==> config.mk <==
export PLATFORM = sky130hd
export DESIGN_NAME = ringbuf_client
export DESIGN_NICKNAME = d
export VERILOG_FILES = /design/src/rtl/rbc_pkg.sv /design/src/rtl/rbc_desc_file.sv /design/src/rtl/rbc_addr_gen.sv /design/src/rtl/rbc_seq.sv /design/src/rtl/ringbuf_client.sv
export SDC_FILE = /design/constraint.sdc
export NUM_CORES = 1
export LEC_CHECK = 0
export ABC_CLOCK_PERIOD_IN_PS = 10200
export BUFFER_PORTS_ARGS = -buffer_cell sky130_fd_sc_hd__clkbuf_2
export CORE_MARGIN = 4
export CORE_UTILIZATION = 57
export CTS_BUF_LIST = sky130_fd_sc_hd__clkbuf_2
export DETAILED_ROUTE_END_ITERATION = 10
export GPL_TIMING_DRIVEN = 0
export PLACE_DENSITY = 0.79
export SYNTH_ARGS = -nofsm -noshare
export SYNTH_HDL_FRONTEND = slang
export SYNTH_HIERARCHICAL = 1
export SYNTH_SLANG_ARGS = --single-unit
==> constraint.sdc <==
create_clock -name clk_i -period 10.2 [get_ports clk_i]
set_clock_uncertainty 0.2 [all_clocks]
set_input_delay 3.06 -clock clk_i [delete_from_list [all_inputs] [get_ports clk_i]]
set_output_delay 3.06 -clock clk_i [all_outputs]
set_load 0.02 [all_outputs]
==> src/rtl/rbc_pkg.sv <==
package rbc_pkg;
  parameter int unsigned ADDR_W = 16;
  parameter int unsigned IDX_W  = 8;

  localparam int unsigned OFS_MASK = 3;
  localparam int unsigned OFS_IN   = 2;
  localparam int unsigned OFS_OUT  = 1;

  typedef enum logic [2:0] {
    OP_INIT     = 3'd0,
    OP_EMPTY    = 3'd1,
    OP_FULL     = 3'd2,
    OP_GET      = 3'd3,
    OP_GET_WAIT = 3'd4,
    OP_PUT      = 3'd5
  } op_e;

  typedef enum logic [2:0] {
    ST_IDLE, ST_REQ, ST_ACC, ST_REL, ST_RSP
  } st_e;

  typedef struct packed {
    logic [ADDR_W-1:0] base;
    logic [IDX_W-1:0]  mask;
    logic [IDX_W-1:0]  in_idx;
    logic [IDX_W-1:0]  out_idx;
  } desc_t;
endpackage

==> src/rtl/rbc_desc_file.sv <==
module rbc_desc_file import rbc_pkg::*; #(
  parameter int unsigned NUM_FIFO = 2,
  parameter int unsigned SEL_W    = 1
) (
  input  logic             clk_i,
  input  logic             rst_ni,
  input  logic [SEL_W-1:0] sel_i,
  output desc_t            desc_o,
  input  logic             wr_en_i,
  input  desc_t            wr_desc_i
);
  desc_t ent [NUM_FIFO];

  for (genvar g = 0; g < NUM_FIFO; g++) begin : g_ent
    desc_t q;
    always_ff @(posedge clk_i or negedge rst_ni) begin
      if (!rst_ni)                                q <= '0;
      else if (wr_en_i && sel_i == SEL_W'(g))     q <= wr_desc_i;
    end
    assign ent[g] = q;
  end

  // out-of-range index reads as an unused descriptor
  always_comb begin
    desc_o = '0;
    for (int i = 0; i < NUM_FIFO; i++)
      if (sel_i == SEL_W'(i)) desc_o = ent[i];
  end
endmodule

==> src/rtl/rbc_addr_gen.sv <==
module rbc_addr_gen import rbc_pkg::*; (
  input  logic [2:0]        op_i,
  input  logic [1:0]        step_i,
  input  desc_t             desc_i,
  input  logic [IDX_W-1:0]  put_data_i,
  input  logic [IDX_W-1:0]  in_nx_i,
  input  logic [IDX_W-1:0]  out_nx_i,
  output logic [ADDR_W-1:0] addr_o,
  output logic              we_o,
  output logic [IDX_W-1:0]  wdata_o
);
  logic [ADDR_W-1:0] a_mask, a_in, a_out, a_rd_slot, a_wr_slot;

  assign a_mask    = desc_i.base - ADDR_W'(OFS_MASK);
  assign a_in      = desc_i.base - ADDR_W'(OFS_IN);
  assign a_out     = desc_i.base - ADDR_W'(OFS_OUT);
  assign a_rd_slot = desc_i.base + ADDR_W'(desc_i.out_idx);
  assign a_wr_slot = desc_i.base + ADDR_W'(desc_i.in_idx);

  always_comb begin
    addr_o  = a_in;
    we_o    = 1'b0;
    wdata_o = '0;
    case (op_i)
      OP_INIT:  addr_o = a_mask + ADDR_W'(step_i);
      OP_EMPTY: addr_o = a_in;
      OP_FULL:  addr_o = a_out;
      OP_GET, OP_GET_WAIT: begin
        case (step_i)
          2'd0:    addr_o = a_in;
          2'd1:    addr_o = a_rd_slot;
          default: begin addr_o = a_out; we_o = 1'b1; wdata_o = out_nx_i; end
        endcase
      end
      OP_PUT: begin
        case (step_i)
          2'd0:    addr_o = a_out;
          2'd1:    begin addr_o = a_wr_slot; we_o = 1'b1; wdata_o = put_data_i; end
          default: begin addr_o = a_in; we_o = 1'b1; wdata_o = in_nx_i; end
        endcase
      end
      default: ;
    endcase
  end
endmodule

==> src/rtl/rbc_seq.sv <==
module rbc_seq import rbc_pkg::*; #(
  parameter int unsigned SEL_W = 1
) (
  input  logic              clk_i,
  input  logic              rst_ni,
  input  logic              cmd_valid_i,
  output logic              cmd_ready_o,
  input  logic [2:0]        cmd_op_i,
  input  logic [SEL_W-1:0]  cmd_fifo_i,
  input  logic [ADDR_W-1:0] cmd_base_i,
  input  logic [IDX_W-1:0]  cmd_data_i,
  output logic              rsp_valid_o,
  output logic              rsp_flag_o,
  output logic [IDX_W-1:0]  rsp_data_o,
  output logic              bus_req_o,
  input  logic              bus_gnt_i,
  output logic              mem_valid_o,
  input  logic              mem_ack_i,
  input  logic [IDX_W-1:0]  mem_rdata_i,
  output logic [2:0]        op_o,
  output logic [1:0]        step_o,
  output logic [SEL_W-1:0]  sel_o,
  output logic [IDX_W-1:0]  put_data_o,
  output logic [IDX_W-1:0]  in_nx_o,
  output logic [IDX_W-1:0]  out_nx_o,
  input  desc_t             desc_i,
  output logic              desc_we_o,
  output desc_t             desc_wr_o
);
  st_e              st_q;
  logic [2:0]       op_q;
  logic [SEL_W-1:0] sel_q;
  logic [1:0]       step_q;
  logic [IDX_W-1:0] data_q, rdata_q;
  logic             flag_q, retry_q;
  logic             acked, is_get, known_op;

  assign acked    = (st_q == ST_ACC) && mem_ack_i;
  assign is_get   = (op_q == OP_GET) || (op_q == OP_GET_WAIT);
  assign known_op = cmd_op_i <= 3'(OP_PUT);

  assign in_nx_o  = (desc_i.in_idx + IDX_W'(1)) & desc_i.mask;
  assign out_nx_o = (desc_i.out_idx + IDX_W'(1)) & desc_i.mask;

  assign cmd_ready_o = (st_q == ST_IDLE);
  assign rsp_valid_o = (st_q == ST_RSP);
  assign rsp_flag_o  = flag_q;
  assign rsp_data_o  = rdata_q;
  assign bus_req_o   = (st_q == ST_REQ) || (st_q == ST_ACC);
  assign mem_valid_o = (st_q == ST_ACC);
  assign op_o        = op_q;
  assign step_o      = step_q;
  assign put_data_o  = data_q;
  assign sel_o       = (st_q == ST_IDLE) ? cmd_fifo_i : sel_q;

  always_comb begin
    desc_we_o = 1'b0;
    desc_wr_o = desc_i;
    if (st_q == ST_IDLE && cmd_valid_i && cmd_op_i == 3'(OP_INIT)) begin
      desc_we_o = 1'b1;
      desc_wr_o = '0;
      desc_wr_o.base = cmd_base_i;
    end else if (acked) begin
      case (op_q)
        OP_INIT: begin
          desc_we_o = 1'b1;
          case (step_q)
            2'd0:    desc_wr_o.mask    = mem_rdata_i;
            2'd1:    desc_wr_o.in_idx  = mem_rdata_i;
            default: desc_wr_o.out_idx = mem_rdata_i;
          endcase
        end
        OP_GET, OP_GET_WAIT: if (step_q == 2'd2) begin
          desc_we_o = 1'b1;
          desc_wr_o.out_idx = out_nx_o;
        end
        OP_PUT: if (step_q == 2'd2) begin
          desc_we_o = 1'b1;
          desc_wr_o.in_idx = in_nx_o;
        end
        default: ;
      endcase
    end
  end

  always_ff @(posedge clk_i or negedge rst_ni) begin
    if (!rst_ni) begin
      st_q    <= ST_IDLE;
      op_q    <= '0;
      sel_q   <= '0;
      step_q  <= '0;
      data_q  <= '0;
      rdata_q <= '0;
      flag_q  <= 1'b0;
      retry_q <= 1'b0;
    end else begin
      case (st_q)
        ST_IDLE: if (cmd_valid_i) begin
          op_q    <= cmd_op_i;
          sel_q   <= cmd_fifo_i;
          data_q  <= cmd_data_i;
          step_q  <= '0;
          rdata_q <= '0;
          retry_q <= 1'b0;
          flag_q  <= 1'b0;
          if (!known_op) st_q <= ST_RSP;
          else if (cmd_op_i == 3'(OP_INIT))
            st_q <= (cmd_base_i != '0) ? ST_REQ : ST_RSP;
          else if (desc_i.base == '0) begin
            flag_q <= (cmd_op_i == 3'(OP_EMPTY));
            st_q   <= ST_RSP;
          end else st_q <= ST_REQ;
        end
        ST_REQ: if (bus_gnt_i) st_q <= ST_ACC;
        ST_ACC: if (mem_ack_i) begin
          case (op_q)
            OP_INIT: begin
              if (step_q == 2'd2) begin flag_q <= 1'b1; st_q <= ST_REL; end
              else step_q <= step_q + 2'd1;
            end
            OP_EMPTY: begin
              flag_q <= (mem_rdata_i == desc_i.out_idx);
              st_q   <= ST_REL;
            end
            OP_FULL: begin
              flag_q <= (in_nx_o == mem_rdata_i);
              st_q   <= ST_REL;
            end
            OP_GET, OP_GET_WAIT: begin
              case (step_q)
                2'd0: if (mem_rdata_i == desc_i.out_idx) begin
                  flag_q  <= 1'b0;
                  retry_q <= (op_q == OP_GET_WAIT);
                  st_q    <= ST_REL;
                end else step_q <= 2'd1;
                2'd1: begin rdata_q <= mem_rdata_i; step_q <= 2'd2; end
                default: begin flag_q <= 1'b1; st_q <= ST_REL; end
              endcase
            end
            OP_PUT: begin
              case (step_q)
                2'd0: if (in_nx_o == mem_rdata_i) begin
                  retry_q <= 1'b1;
                  st_q    <= ST_REL;
                end else step_q <= 2'd1;
                2'd1: step_q <= 2'd2;
                default: begin flag_q <= 1'b1; st_q <= ST_REL; end
              endcase
            end
            default: st_q <= ST_REL;
          endcase
        end
        ST_REL: if (!bus_gnt_i) begin
          if (retry_q) begin
            retry_q <= 1'b0;
            step_q  <= '0;
            st_q    <= ST_REQ;
          end else st_q <= ST_RSP;
        end
        ST_RSP: st_q <= ST_IDLE;
        default: st_q <= ST_IDLE;
      endcase
    end
  end

  AST_ACC_UNDER_GRANT: assert property (@(posedge clk_i) disable iff (!rst_ni)
    mem_valid_o |-> bus_req_o && bus_gnt_i);
  AST_RSP_AFTER_RELEASE: assert property (@(posedge clk_i) disable iff (!rst_ni)
    rsp_valid_o |-> !bus_req_o && !mem_valid_o);
  AST_RSP_PULSE: assert property (@(posedge clk_i) disable iff (!rst_ni)
    rsp_valid_o |=> !rsp_valid_o);
  AST_UNUSED_NO_BUS: assert property (@(posedge clk_i) disable iff (!rst_ni)
    (cmd_ready_o && cmd_valid_i && cmd_op_i != 3'(OP_INIT) && desc_i.base == '0)
      |=> !bus_req_o && rsp_valid_o);
  AST_OUT_WRAP: assert property (@(posedge clk_i) disable iff (!rst_ni)
    (acked && is_get && step_q == 2'd2)
      |=> desc_i.out_idx == (($past(desc_i.out_idx) + IDX_W'(1)) & $past(desc_i.mask)));
endmodule

==> src/rtl/ringbuf_client.sv <==
module ringbuf_client import rbc_pkg::*; #(
  parameter int unsigned NUM_FIFO = 2,
  localparam int unsigned SEL_W   = (NUM_FIFO > 1) ? $clog2(NUM_FIFO) : 1
) (
  input  logic              clk_i,
  input  logic              rst_ni,
  input  logic              cmd_valid_i,
  output logic              cmd_ready_o,
  input  logic [2:0]        cmd_op_i,
  input  logic [SEL_W-1:0]  cmd_fifo_i,
  input  logic [ADDR_W-1:0] cmd_base_i,
  input  logic [IDX_W-1:0]  cmd_data_i,
  output logic              rsp_valid_o,
  output logic              rsp_flag_o,
  output logic [IDX_W-1:0]  rsp_data_o,
  output logic              bus_req_o,
  input  logic              bus_gnt_i,
  output logic              mem_valid_o,
  output logic              mem_we_o,
  output logic [ADDR_W-1:0] mem_addr_o,
  output logic [IDX_W-1:0]  mem_wdata_o,
  input  logic              mem_ack_i,
  input  logic [IDX_W-1:0]  mem_rdata_i
);
  logic [2:0]       op;
  logic [1:0]       step;
  logic [SEL_W-1:0] sel;
  logic [IDX_W-1:0] put_data, in_nx, out_nx;
  desc_t            desc, desc_wr;
  logic             desc_we;

  rbc_desc_file #(.NUM_FIFO(NUM_FIFO), .SEL_W(SEL_W)) u_desc (
    .clk_i, .rst_ni, .sel_i(sel), .desc_o(desc),
    .wr_en_i(desc_we), .wr_desc_i(desc_wr)
  );

  rbc_seq #(.SEL_W(SEL_W)) u_seq (
    .clk_i, .rst_ni,
    .cmd_valid_i, .cmd_ready_o, .cmd_op_i, .cmd_fifo_i, .cmd_base_i, .cmd_data_i,
    .rsp_valid_o, .rsp_flag_o, .rsp_data_o,
    .bus_req_o, .bus_gnt_i, .mem_valid_o, .mem_ack_i, .mem_rdata_i,
    .op_o(op), .step_o(step), .sel_o(sel), .put_data_o(put_data),
    .in_nx_o(in_nx), .out_nx_o(out_nx),
    .desc_i(desc), .desc_we_o(desc_we), .desc_wr_o(desc_wr)
  );

  rbc_addr_gen u_addr (
    .op_i(op), .step_i(step), .desc_i(desc), .put_data_i(put_data),
    .in_nx_i(in_nx), .out_nx_i(out_nx),
    .addr_o(mem_addr_o), .we_o(mem_we_o), .wdata_o(mem_wdata_o)
  );

  AST_ADDR_HOLD: assert property (@(posedge clk_i) disable iff (!rst_ni)
    (mem_valid_o && !mem_ack_i) |=> mem_valid_o && $stable(mem_addr_o)
      && $stable(mem_we_o) && $stable(mem_wdata_o));
  AST_SLOT_WRITE_AFTER_CHECK: assert property (@(posedge clk_i) disable iff (!rst_ni)
    (mem_valid_o && mem_we_o) |-> bus_gnt_i && step != 2'd0);
endmodule

==> flow_metrics.env <==
export IMPL_viasPerCell=6.60
export IMPL_dieArea_um2=19800
export IMPL_drc=0
export IMPL_drt_pass1_iter_count=6
export IMPL_dr_total_vias=9915
export IMPL_synth_avg_cell_area_um2=8.42
export IMPL_yosysWarnings=6
export IMPL_arrival_ns=6.90
export IMPL_core_um2=17200
export IMPL_maxSlewViolCount=0
export IMPL_ff2ff_path_depth=14
export IMPL_ant_nets=0
export IMPL_drive_gt1_share_pct=22.1
export IMPL_cp_end_kind="primary output"
export IMPL_numCtsBuffers=9
export IMPL_rows=48
export IMPL_synth_ff_type="dfrtp_1"
export IMPL_period_share_pct=99.6
export IMPL_synth_area_leader_cell="dfrtp_1"
export IMPL_synth_area_leaders="dfrtp_1 (27%), mux2_2 (15%), nand2_1 (6.1%)"
export IMPL_gr_usage_all_layers_pct=32.4
export IMPL_insertion_delay_ns=0.69
export IMPL_fin_util_pct=63.2
export IMPL_synth_top_area_share_pct=26.7
export IMPL_cts_reportedPaths_clkPinSlew_ns=0.34
export IMPL_cts_tree="built"
export IMPL_crit_required_ns=6.94
export IMPL_r2r_end="u_seq/st_q[1]$_DFFE_PN0P_"
export IMPL_hp_start="u_seq/rsp_data_o[0]$_DFFE_PN0P_"
export IMPL_htreeDepth=3
export IMPL_rsz0062_at_grt="yes"
export IMPL_clock_sinks=107
export IMPL_grt_first_pass_wirelength_um=51300
export IMPL_portBuffers=70
export IMPL_hold_viol_final=0
export IMPL_r2r_start="u_seq/st_q[1]$_DFFE_PN0P_"
export IMPL_syn_cell_area_um2=10000
export IMPL_synth_cell_types=87
export IMPL_instances_no_fill=1502
export IMPL_max_stage_delay_ns=0.58
export IMPL_io_pins=79
export IMPL_final_nets=1342
export IMPL_fmax_mhz=98.5
export IMPL_cp_start_kind="primary input"
export IMPL_drv_cap=0
export IMPL_worstHoldPathCells=2
export IMPL_power_w=0.00322
export IMPL_synthCells=1189
export IMPL_tightest_slew_ns=1.11
export IMPL_r2r_slack_ns=5.80
export IMPL_outcome="complete, no violations"
export IMPL_die_w_um=141
export IMPL_drtIter0Drc=1176
export IMPL_diodes=0
export IMPL_ys_ff_latch=107
export IMPL_cp_slowest_cell="nor4_1"
export IMPL_dp_hpwl_um=24400
export IMPL_place_gp_congestion=1.01
export IMPL_power_density_nw_per_um2=295
export IMPL_synth_nets=1259
export IMPL_finalWorstPathRequiredPeriod_ns=10.16
export IMPL_die_h_um=141
export IMPL_hold_class="register to register"
export IMPL_critical_path_class="primary input to primary output"
export IMPL_grt_max_degree=108
export IMPL_max_slew_margin_rel_pct=25.6
export IMPL_syn2layout_area_growth_pct=8.85
export IMPL_crit_path_cell_trace="clkbuf_2, mux2_2, buf_4, buf_2, mux2_2, buf_2, or4_4, nor4_1, xnor2_1, nor2_1, or4_1, a2111oi_2, o21ai_1, clkbuf_2"
export IMPL_synth_edff_count=0
export IMPL_drt_wl_total_um=32600
export IMPL_clockRootBuffer="clkbuf_2"
export IMPL_ir_drop_v=0.000213
export IMPL_async_flop_share_pct=100
export IMPL_hold_path_end="u_seq/rsp_data_o[0]$_DFFE_PN0P_"
export IMPL_path_max_fanout=10
export IMPL_leakage_nw=5.10
export IMPL_clockBufferDepth=2
export IMPL_antenna_found_initial=0
export IMPL_grt_pass1_vias=9339
export IMPL_numPlacedInstances=1484
export IMPL_initial_core_util_pct=58.1
export IMPL_nFillCells=1498
export IMPL_overflow=0
export IMPL_post_drt_wl_per_cell_um=21.7
export IMPL_setup_viol=0
export IMPL_yosysSeqAreaShare_pct=26.7
[Yosys cell counts, types with 8 or more instances]
library cell    n
mux2_2        130
nand2b_1       14
o21ai_0        71
buf_6           9
a211oi_1       13
o22ai_1        12
dfrtp_1       107
xnor2_1        41
clkbuf_1       53
nand2_1       162
and2_1         14
a21oi_1        51
a21o_1         12
nor4_1         16
mux2i_1        26
o21a_1          8
inv_1          18
buf_1           9
xor2_1         33
nand3_1        27
nor2_1         83
buf_2          15
nor3_1         23
ha_1           26
a22oi_1        33
a31oi_1        14
o211ai_1       13
[registers in the layout, summed over array words and instances, names as in the netlist]
signal	flops
u_seq/st_q	3
u_desc/ent	80
u_seq/rsp_flag_o	1
u_seq/rsp_data_o	8
u_seq/put_data_o	8
u_seq/op_o	3
u_seq/step_o	2
u_seq/retry_q	1
u_seq/sel_q	1
[kinds of logic (layout without fill, tap and decap cells)]
logic type / after synthesis / after routing / synth area share [%]
AOI/OAI and AO/OA: 303 / 303 / 20.3
xor gates and xnor gates: 74 / 74 / 6.47
adders and majority gates: 29 / 29 / 3.85
buffers and inverters: 111 / 199 / 5.15
DFF: 107 / 107 / 26.7
muxes: 164 / 164 / 18.3
and+or+nand+nor: 401 / 401 / 19.2
[how the worst max path moves through the flow]
| stage | startpoint | to | slack (ns) |
|---|---|---|---|
| floorplan | cmd_fifo_i | mem_addr_o[12] | 0.11 |
| global placement | cmd_fifo_i | mem_addr_o[15] | -0.63 |
| detailed placement | cmd_fifo_i | mem_addr_o[15] | -0.65 |
| CTS | cmd_fifo_i | mem_addr_o[15] | 0.05 |
| global route | cmd_fifo_i | mem_addr_o[12] | -0.15 |
| finish | cmd_fifo_i | mem_addr_o[12] | 0.04 |
[cell usage in the layout, fill, tap and decap left out, types with 8 or more instances in the layout]
master    Yosys  layout
nor3_1       23      22
a21o_1       12      12
a31oi_1      14      14
buf_2        15      14
o21a_1        8       8
a211oi_1     13      13
o21ai_0      71      71
nor4_1       16      14
and2_1       14      14
xor2_1       33      33
a22oi_1      33      33
clkbuf_1     53      51
mux2_2      130     128
o211ai_1     13      13
inv_1        18      17
nand2_1     162     162
clkbuf_2      1      79
o22ai_1      12      12
xnor2_1      41      40
a21oi_1      51      51
buf_6         9       9
ha_1         26      26
nand3_1      27      26
dfrtp_1     107     107
nor2_1       83      83
buf_4         3       8
nand2b_1     14      14
mux2i_1      26      26
buf_1         9       9
[layer usage]
metal  wire length [um]  global-route usage, %  up-vias  share of wire, %
met2              14000                   48.5      614                43
met3               3750                   7.68       95                12
li1                   -                      -     4507                 -
met4               1090                   11.3        0               3.4
met5                  0                      0        -                 0
met1              13700                   46.0     4699                42
[through the flow]
| stage | instance area, um2 | setup TNS [ns] | worst slack, ns | hold slack [ns] |
|---|---|---|---|---|
| 2_1_floorplan | 10000 | 0 | 0.106 | 0.254 |
| 3_3_place_gp | 10700 | -3.80 | -0.635 | 0.263 |
| 3_5_place_dp | 10700 | -3.90 | -0.647 | 0.270 |
| 4_1_cts | 10800 | 0 | 0.0486 | 0.329 |
| 5_1_grt | 10900 | -0.147 | -0.147 | 0.352 |
| 6_report | 10900 | 0 | 0.0428 | 0.327 |
[worst max-delay path: cells and delay by family]
family,cells,cell delay [ns]
buffers and inverters,5,0.95
XOR/XNOR,1,0.19
multiplexers,2,0.58
AND/OR/NAND/NOR,4,1.67
AO/OA/AOI/OAI,2,0.44
[final cells by class]
cell class / instances / area [um2] / share of cell area [%]
Multi-Input combinational cell: 971 / 6920 / 63.5
Buffer: 88 / 432 / 3.96
Timing Repair Buffer: 74 / 389 / 3.57
Clock inverter: 7 / 68.8 / 0.631
Clock buffer: 9 / 45.0 / 0.413
Sequential cell: 107 / 2680 / 24.6
Tap cell: 225 / 282 / 2.58
Inverter: 21 / 83.8 / 0.769
[power breakdown]
| part | leakage [nW] | internal (W) | total [W] | switching [W] |
|---|---|---|---|---|
| Sequential | 1.46 | 0.000504 | 0.000558 | 0.0000543 |
| Combinational | 3.56 | 0.000905 | 0.00246 | 0.00155 |
| Clock | 0.0744 | 0.0000400 | 0.000203 | 0.000163 |
| Total | 5.10 | 0.00145 | 0.00322 | 0.00177 |
[timing repair]
action                     CTS  global route
resized for setup            8            13
setup buffers                0             4
setup endpoints to repair   10             8
hold buffers                 0             0
Note: power is estimated with default switching activity, not from simulation.
